<file path="config.mk">
export PLATFORM = sky130hd
export DESIGN_NAME = seg_mem_extender
export DESIGN_NICKNAME = d
export VERILOG_FILES = /design/src/rtl/seg_pkg.sv /design/src/rtl/seg_addr_map.sv /design/src/rtl/seg_ram_bank.sv /design/src/rtl/seg_reg_file.sv /design/src/rtl/seg_mem_extender.sv
export SDC_FILE = /design/constraint.sdc
export NUM_CORES = 2
export LEC_CHECK = 0
export BUFFER_PORTS_ARGS = -buffer_cell sky130_fd_sc_hd__buf_2
export CORE_MARGIN = 10
export CORE_UTILIZATION = 45
export CTS_CLUSTER_DIAMETER = 60
export DETAILED_ROUTE_END_ITERATION = 10
export PLACE_DENSITY_LB_ADDON = 0.3
export SLEW_MARGIN = 20
export SYNTH_ARGS = -nofsm -noshare
export SYNTH_HDL_FRONTEND = slang
export SYNTH_SLANG_ARGS = --single-unit
export TNS_END_PERCENT = 1
</file>
<file path="constraint.sdc">
create_clock -name clk -period 7.65 [get_ports clk]
set_input_delay 2.295 -clock clk [delete_from_list [all_inputs] [get_ports clk]]
set_output_delay 2.295 -clock clk [all_outputs]
set_load 0.05 [all_outputs]
</file>
<file path="src/rtl/seg_pkg.sv">
package seg_pkg;
  localparam int SEG_BYTES = 128;
  localparam logic [7:0] SP_RESET = 8'h6F;

  typedef enum logic [1:0] {
    KIND_DIRECT = 2'b00,
    KIND_PTR    = 2'b01,
    KIND_STACK  = 2'b10,
    KIND_RSVD   = 2'b11
  } acc_kind_e;

  typedef enum logic [1:0] {
    TGT_NONE = 2'b00,
    TGT_BASE = 2'b01,
    TGT_EXT  = 2'b10,
    TGT_REG  = 2'b11
  } tgt_e;
endpackage

</file>
<file path="src/rtl/seg_addr_map.sv">
module seg_addr_map
  import seg_pkg::*;
#(
  parameter int BASE_BYTES = 112,
  parameter int EXT_SEGS   = 1,
  parameter int REG_COUNT  = 16,
  parameter int EXT_AW     = 7,
  parameter int REG_AW     = 4
) (
  input  logic [7:0]        addr,
  input  acc_kind_e         kind,
  input  logic [7:0]        seg,
  output logic [15:0]       phys,
  output tgt_e              tgt,
  output logic [6:0]        base_idx,
  output logic [EXT_AW-1:0] ext_idx,
  output logic [REG_AW-1:0] reg_idx
);
  localparam logic [7:0] REG_BASE = 8'(256 - REG_COUNT);
  localparam logic [7:0] BASE_LIM = 8'(BASE_BYTES);
  localparam logic [7:0] EXT_LIM  = 8'(EXT_SEGS);

  logic [7:0] bank;

  always_comb begin
    bank = 8'h00;
    tgt  = TGT_NONE;
    if (addr[7]) begin
      phys = {8'h00, addr};
      if (addr >= REG_BASE) tgt = TGT_REG;
    end else begin
      bank = (kind == KIND_STACK) ? 8'h00 : seg;
      phys = {bank, 1'b0, addr[6:0]};
      if (bank == 8'h00) begin
        if ({1'b0, addr[6:0]} < BASE_LIM) tgt = TGT_BASE;
      end else if (bank <= EXT_LIM) begin
        tgt = TGT_EXT;
      end
    end
  end

  assign base_idx = addr[6:0];
  assign ext_idx  = EXT_AW'({bank - 8'd1, addr[6:0]});
  assign reg_idx  = addr[REG_AW-1:0];
endmodule

</file>
<file path="src/rtl/seg_ram_bank.sv">
module seg_ram_bank #(
  parameter int DEPTH = 128,
  parameter int AW    = 7
) (
  input  logic          clk,
  input  logic          we,
  input  logic [AW-1:0] addr,
  input  logic [7:0]    wdata,
  output logic [7:0]    rdata
);
  logic [7:0] mem [DEPTH];

  always_ff @(posedge clk) begin
    if (we) mem[addr] <= wdata;
  end

  assign rdata = mem[addr];
endmodule

</file>
<file path="src/rtl/seg_reg_file.sv">
module seg_reg_file
  import seg_pkg::*;
#(
  parameter int REG_COUNT = 16,
  parameter int REG_AW    = 4
) (
  input  logic              clk,
  input  logic              rst_n,
  input  logic              we,
  input  logic [REG_AW-1:0] idx,
  input  logic [7:0]        wdata,
  output logic [7:0]        rdata,
  output logic [7:0]        seg_o,
  output logic [7:0]        sp_o,
  output logic [7:0]        b_o,
  output logic [7:0]        x_o
);
  localparam int S_IDX  = REG_COUNT - 1;
  localparam int B_IDX  = REG_COUNT - 2;
  localparam int SP_IDX = REG_COUNT - 3;
  localparam int X_IDX  = REG_COUNT - 4;

  logic [REG_COUNT-1:0][7:0] regs_q;

  for (genvar i = 0; i < REG_COUNT; i++) begin : g_reg
    localparam logic [7:0] RST_VAL = (i == SP_IDX) ? SP_RESET : 8'h00;
    logic       hit;
    logic [7:0] q;
    assign hit = we && (idx == REG_AW'(i));
    always_ff @(posedge clk or negedge rst_n) begin
      if (!rst_n)   q <= RST_VAL;
      else if (hit) q <= wdata;
    end
    assign regs_q[i] = q;
  end

  assign rdata = regs_q[idx];
  assign seg_o = regs_q[S_IDX];
  assign sp_o  = regs_q[SP_IDX];
  assign b_o   = regs_q[B_IDX];
  assign x_o   = regs_q[X_IDX];

  AST_SEG_HOLD: assert property (@(posedge clk) disable iff (!rst_n)
    !(we && idx == REG_AW'(S_IDX)) |=> $stable(seg_o));
  AST_RESET_VALUES: assert property (@(posedge clk) disable iff (!rst_n)
    $rose(rst_n) |-> (seg_o == 8'h00 && sp_o == SP_RESET && x_o == 8'h00));
endmodule

</file>
<file path="src/rtl/seg_mem_extender.sv">
module seg_mem_extender
  import seg_pkg::*;
#(
  parameter int BASE_BYTES = 112,
  parameter int EXT_SEGS   = 1,
  parameter int REG_COUNT  = 16
) (
  input  logic        clk,
  input  logic        rst_n,
  input  logic        req_valid,
  input  logic        req_write,
  input  logic [1:0]  req_kind,
  input  logic [7:0]  req_addr,
  input  logic [7:0]  req_wdata,
  output logic [15:0] phys_addr,
  output logic [7:0]  rd_data,
  output logic        unmapped,
  output logic [7:0]  seg_s,
  output logic [7:0]  ptr_x,
  output logic [7:0]  ptr_sp,
  output logic [7:0]  ptr_b
);
  localparam int EXT_DEPTH = ((EXT_SEGS > 0) ? EXT_SEGS : 1) * SEG_BYTES;
  localparam int EXT_AW    = $clog2(EXT_DEPTH);
  localparam int REG_AW    = $clog2(REG_COUNT);

  // reset: asserted at once, released on the clock
  logic [1:0] rst_pipe;
  logic       rst_sync_n;
  always_ff @(posedge clk or negedge rst_n) begin
    if (!rst_n) rst_pipe <= 2'b00;
    else        rst_pipe <= {rst_pipe[0], 1'b1};
  end
  assign rst_sync_n = rst_pipe[1];

  // request stage
  logic [7:0] stg_addr, stg_addr_d;
  acc_kind_e  stg_kind, stg_kind_d;
  logic [7:0] stg_wdata, stg_wdata_d;
  logic       stg_wr, stg_wr_d;

  always_comb begin
    stg_addr_d  = stg_addr;
    stg_kind_d  = stg_kind;
    stg_wdata_d = stg_wdata;
    stg_wr_d    = 1'b0;
    if (req_valid) begin
      stg_addr_d  = req_addr;
      stg_kind_d  = acc_kind_e'(req_kind);
      stg_wdata_d = req_wdata;
      stg_wr_d    = req_write;
    end
  end

  always_ff @(posedge clk or negedge rst_sync_n) begin
    if (!rst_sync_n) begin
      stg_addr  <= 8'h00;
      stg_kind  <= KIND_DIRECT;
      stg_wdata <= 8'h00;
      stg_wr    <= 1'b0;
    end else begin
      stg_addr  <= stg_addr_d;
      stg_kind  <= stg_kind_d;
      stg_wdata <= stg_wdata_d;
      stg_wr    <= stg_wr_d;
    end
  end

  // decode
  tgt_e              tgt;
  logic [6:0]        base_idx;
  logic [EXT_AW-1:0] ext_idx;
  logic [REG_AW-1:0] reg_idx;

  seg_addr_map #(
    .BASE_BYTES(BASE_BYTES),
    .EXT_SEGS  (EXT_SEGS),
    .REG_COUNT (REG_COUNT),
    .EXT_AW    (EXT_AW),
    .REG_AW    (REG_AW)
  ) u_map (
    .addr    (stg_addr),
    .kind    (stg_kind),
    .seg     (seg_s),
    .phys    (phys_addr),
    .tgt     (tgt),
    .base_idx(base_idx),
    .ext_idx (ext_idx),
    .reg_idx (reg_idx)
  );

  // stores
  logic       base_we, ext_we, reg_we;
  logic [7:0] base_rd, ext_rd, reg_rd;

  assign base_we = stg_wr && (tgt == TGT_BASE);
  assign ext_we  = stg_wr && (tgt == TGT_EXT);
  assign reg_we  = stg_wr && (tgt == TGT_REG);

  seg_ram_bank #(.DEPTH(BASE_BYTES), .AW(7)) u_base (
    .clk  (clk),
    .we   (base_we),
    .addr (base_idx),
    .wdata(stg_wdata),
    .rdata(base_rd)
  );

  if (EXT_SEGS > 0) begin : g_ext
    seg_ram_bank #(.DEPTH(EXT_DEPTH), .AW(EXT_AW)) u_ext (
      .clk  (clk),
      .we   (ext_we),
      .addr (ext_idx),
      .wdata(stg_wdata),
      .rdata(ext_rd)
    );
  end else begin : g_no_ext
    assign ext_rd = 8'hFF;
  end

  seg_reg_file #(.REG_COUNT(REG_COUNT), .REG_AW(REG_AW)) u_regs (
    .clk  (clk),
    .rst_n(rst_sync_n),
    .we   (reg_we),
    .idx  (reg_idx),
    .wdata(stg_wdata),
    .rdata(reg_rd),
    .seg_o(seg_s),
    .sp_o (ptr_sp),
    .b_o  (ptr_b),
    .x_o  (ptr_x)
  );

  // read return
  always_comb begin
    unique case (tgt)
      TGT_BASE: rd_data = base_rd;
      TGT_EXT:  rd_data = ext_rd;
      TGT_REG:  rd_data = reg_rd;
      default:  rd_data = 8'hFF;
    endcase
  end
  assign unmapped = (tgt == TGT_NONE);

  AST_UPPER_FLAT: assert property (@(posedge clk) disable iff (!rst_sync_n)
    stg_addr[7] |-> phys_addr[15:8] == 8'h00);
  AST_LOWER_BANKED: assert property (@(posedge clk) disable iff (!rst_sync_n)
    (!stg_addr[7] && stg_kind != KIND_STACK) |-> phys_addr[15:8] == seg_s);
  AST_STACK_BANK0: assert property (@(posedge clk) disable iff (!rst_sync_n)
    (!stg_addr[7] && stg_kind == KIND_STACK) |-> phys_addr[15:8] == 8'h00);
  AST_HOLE_ONES: assert property (@(posedge clk) disable iff (!rst_sync_n)
    unmapped |-> rd_data == 8'hFF);
  AST_HOLE_WRITE_DROPPED: assert property (@(posedge clk) disable iff (!rst_sync_n)
    (stg_wr && unmapped) |=> ($stable(seg_s) && $stable(ptr_sp) && $stable(ptr_x) && $stable(ptr_b)));
  AST_IDLE_HOLD: assert property (@(posedge clk) disable iff (!rst_sync_n)
    (!req_valid && !stg_wr) |=> ($stable(phys_addr) && $stable(rd_data) && $stable(unmapped)));
  AST_WRITE_VISIBLE: assert property (@(posedge clk) disable iff (!rst_sync_n)
    (stg_wr && !unmapped && !req_valid) |=> rd_data == $past(stg_wdata));
endmodule

</file>
==> results.cfg <==
[cts]
cts_root_buffer = clkbuf_16
clockBufferDepth = 3
clock-sinks = 2069
cts_tree = built
clkTransAtPathRegs_ns = 0.06
cts_hold_buf = 0
cts_setup_buffers = 0
cts_made_buffers = 201
insertion_delay_ns = 0.86
htreeDepth = 4
cts_resized = 0

[timing]
fin_skew_ns = 0.0464
fin_hold_ws_ns = 0.247
maxSlewHeadroom = 0.155
rsz0062_at_grt = false
setup_violations = 0
worst_pin_slew_ns = 1.26
drv_slew = 0
period_minus_slack_ns = 7.37
fmax_mhz = 136
fin_tns_setup_ns = 0
post-route-period-util = 0.963
setup_slack_ns = 0.280
hold_violations = 0

[critical_path]
critPathLaunch = stg_addr[1]$_DFFE_PN0P_
cpPeakStageDelay_ns = 0.93
critPathBufInv = 2
slowest_stage = dfrtp_4
cp_max_fo = 75
endpoint_kind = output port
critPathArrivalTime_ns = 5.08
cp_cell_sequence = buf_12, mux4_2, mux2i_1, a2111oi_0, o22ai_1, o211ai_1, o21bai_1, buf_2
critPathTopFamily = compound AO/OA/AOI/OAI gates
setup.reg_to_reg.worst_slack_ns = 2.78
crit_path_start_kind = flip-flop
ff2ff_path_depth = 7
timing.rr.end = u_base.mem[25][3]$_DFFE_PP_
crit_required_ns = 5.36
worstReg2RegStart = u_regs.seg_o[2]$_DFFE_PN0P_
critPathKind = reg2out

[pwr]
p_int_mw = 18.7
p_seq_frac = 0.519
p_switching_mw = 5.83
p_leak_nw = 29.6
combPwrFrac = 0.088
ir_drop_mv = 0.224
power_mw = 24.5
p_clk_frac = 0.394
switching_share = 0.238
power_density_mw_per_mm2 = 269

[synthesis]
synthCells = 3952
synth_edf_count = 1920
synth-main-ff-cell = edfxtp_1
ys_async_sr_fraction = 0.0720
synth.top_cell.area_share = 0.708
yosys_warnings = 0
yosys-top-cells-area = edfxtp_1 71%, mux4_2 13%, dfrtp_1 4.4%
avgSynthCellArea_um2 = 20.6
syn-num-nets = 3974
ys_types = 64
yosysTopAreaCell = edfxtp_1
ys_seq_area_frac = 0.754
syn-cell-area_mm2 = 0.0815
synth_seq_cells = 2069

[finish]
stdcell_count = 6658
drive_gt1_frac = 0.271
nFillCells = 14300
seq_area_mm2 = 0.0614
final_common_cell = edfxtp_1
layout_common_cells = 1920 x edfxtp_1, 454 x mux4_2, 296 x nor2_1, 201 x clkbuf_16, 174 x mux2_2
multi_input_area_mm2 = 0.0185
final_nets = 4141
area_growth_pct = 11.8
final_area_mm2 = 0.0911
fin_util = 0.505

[drt]
drt_iter0_markers = 4721
routed_via_density = 6.20
wire_per_inst_um = 32.3
antenna_left = 0
num_vias = 41300
first_pass_iters = 6
drt_wl_total_um = 215000
drcViolationCount = 0

[place]
dp_hpwl_um = 133000
dpl.cell_count = 6282
place_area_mm2 = 0.0846
gp_congestion = 0.858
port_buffers = 78
pre_cts_slack_ns = 1.19

[floorplanning]
die_area_mm2 = 0.198
rows = 156
core_mm2 = 0.180
ios = 79
fp.dieW_um = 445
die_h_um = 445
initial_utilization = 0.452

[global_route]
antenna_found_initial = 5
grt_overflow = 0
grt_pass1_vias = 41300
grt_max_degree = 198
grt_pass1_wl_um = 309000
track_usage = 0.214

[hold_path]
hp-class = reg2async

[status]
status = completed

[flow_run]
drv_cap = 0
cells in the mapped netlist (all sizes together) (4+ instances only):
cell type  count
o2111ai        5
nor2b         11
inv            7
a31oi          9
o22ai         63
nand2        107
nor2         297
buf          140
edfxtp      1920
and3          16
a221oi        28
o211ai        22
nand2b        10
and2           4
or2            6
dfrtp        143
a211o          4
a2111oi        4
a22oi         39
mux2i        141
mux2         174
clkbuf       108
o21ai         31
nand3         30
a211oi         7
o221ai        12
dfstp          6
o22a           7
a221o         22
a32oi          7
nor4          10
a21oi         23
mux4         465
o311ai         4
nor3          29
o31ai         13
how the worst max path moves through the flow:
stage	end	cells past startpoint
3_3_place_gp	rd_data[0]	8
4_1_cts	rd_data[0]	8
5_1_grt	rd_data[0]	8
6_report	rd_data[0]	8
3_5_place_dp	rd_data[0]	8
2_1_floorplan	rd_data[7]	11
routing by layer:
metal  part of all wire  GRT usage  vias up
met1               0.40      0.296    22000
met3              0.094     0.0520      415
met2               0.47      0.333     2181
met4              0.039     0.0807        4
met5            0.00013          0        -
li1                   -          -    16700
cell type report:
cell class | instances | share of cell area
Clock buffer | 246 | 0.0575
Antenna cell | 5 | 0.000137
Clock inverter | 121 | 0.0126
Inverter | 8 | 0.000357
Multi-Input combinational cell | 1627 | 0.203
Tap cell | 2370 | 0.0326
Sequential cell | 2069 | 0.674
Timing Repair Buffer | 212 | 0.0191
kinds of logic (layout without fill, tap and decap cells):
family                 count (synthesis)  in the layout  share of synthesized area
multiplexers                         780            780                      0.170
AND/OR/NAND/NOR                      530            530                     0.0277
flip-flops                          2069           2069                      0.754
buffers and inverters                256            587                     0.0198
other                                  1              6                  0.0000460
AO/OA/AOI/OAI                        316            316                     0.0284
flip-flops by register name, summed over array words and instances, names as in the netlist, 2 cells and up:
| register | cells |
|---|---|
| stg_addr | 8 |
| u_regs.b_o | 8 |
| stg_wdata | 8 |
| g_ext.u_ext.mem | 1024 |
| u_regs.sp_o | 8 |
| u_regs.g.q | 96 |
| u_base.mem | 896 |
| rst_pipe | 2 |
| stg_kind | 2 |
| u_regs.x_o | 8 |
| u_regs.seg_o | 8 |
power by group through the flow:
stage / sequential (mW) / clock, mW / combinational (mW)
floorplan: 13.1 / 0 / 1.21
global route: 12.7 / 10.2 / 2.24
CTS: 12.7 / 9.78 / 2.12
detailed placement: 13.0 / 0 / 2.11
global placement: 13.0 / 0 / 2.09
finish: 12.7 / 9.66 / 2.15
(Power assumes the default switching activity.)
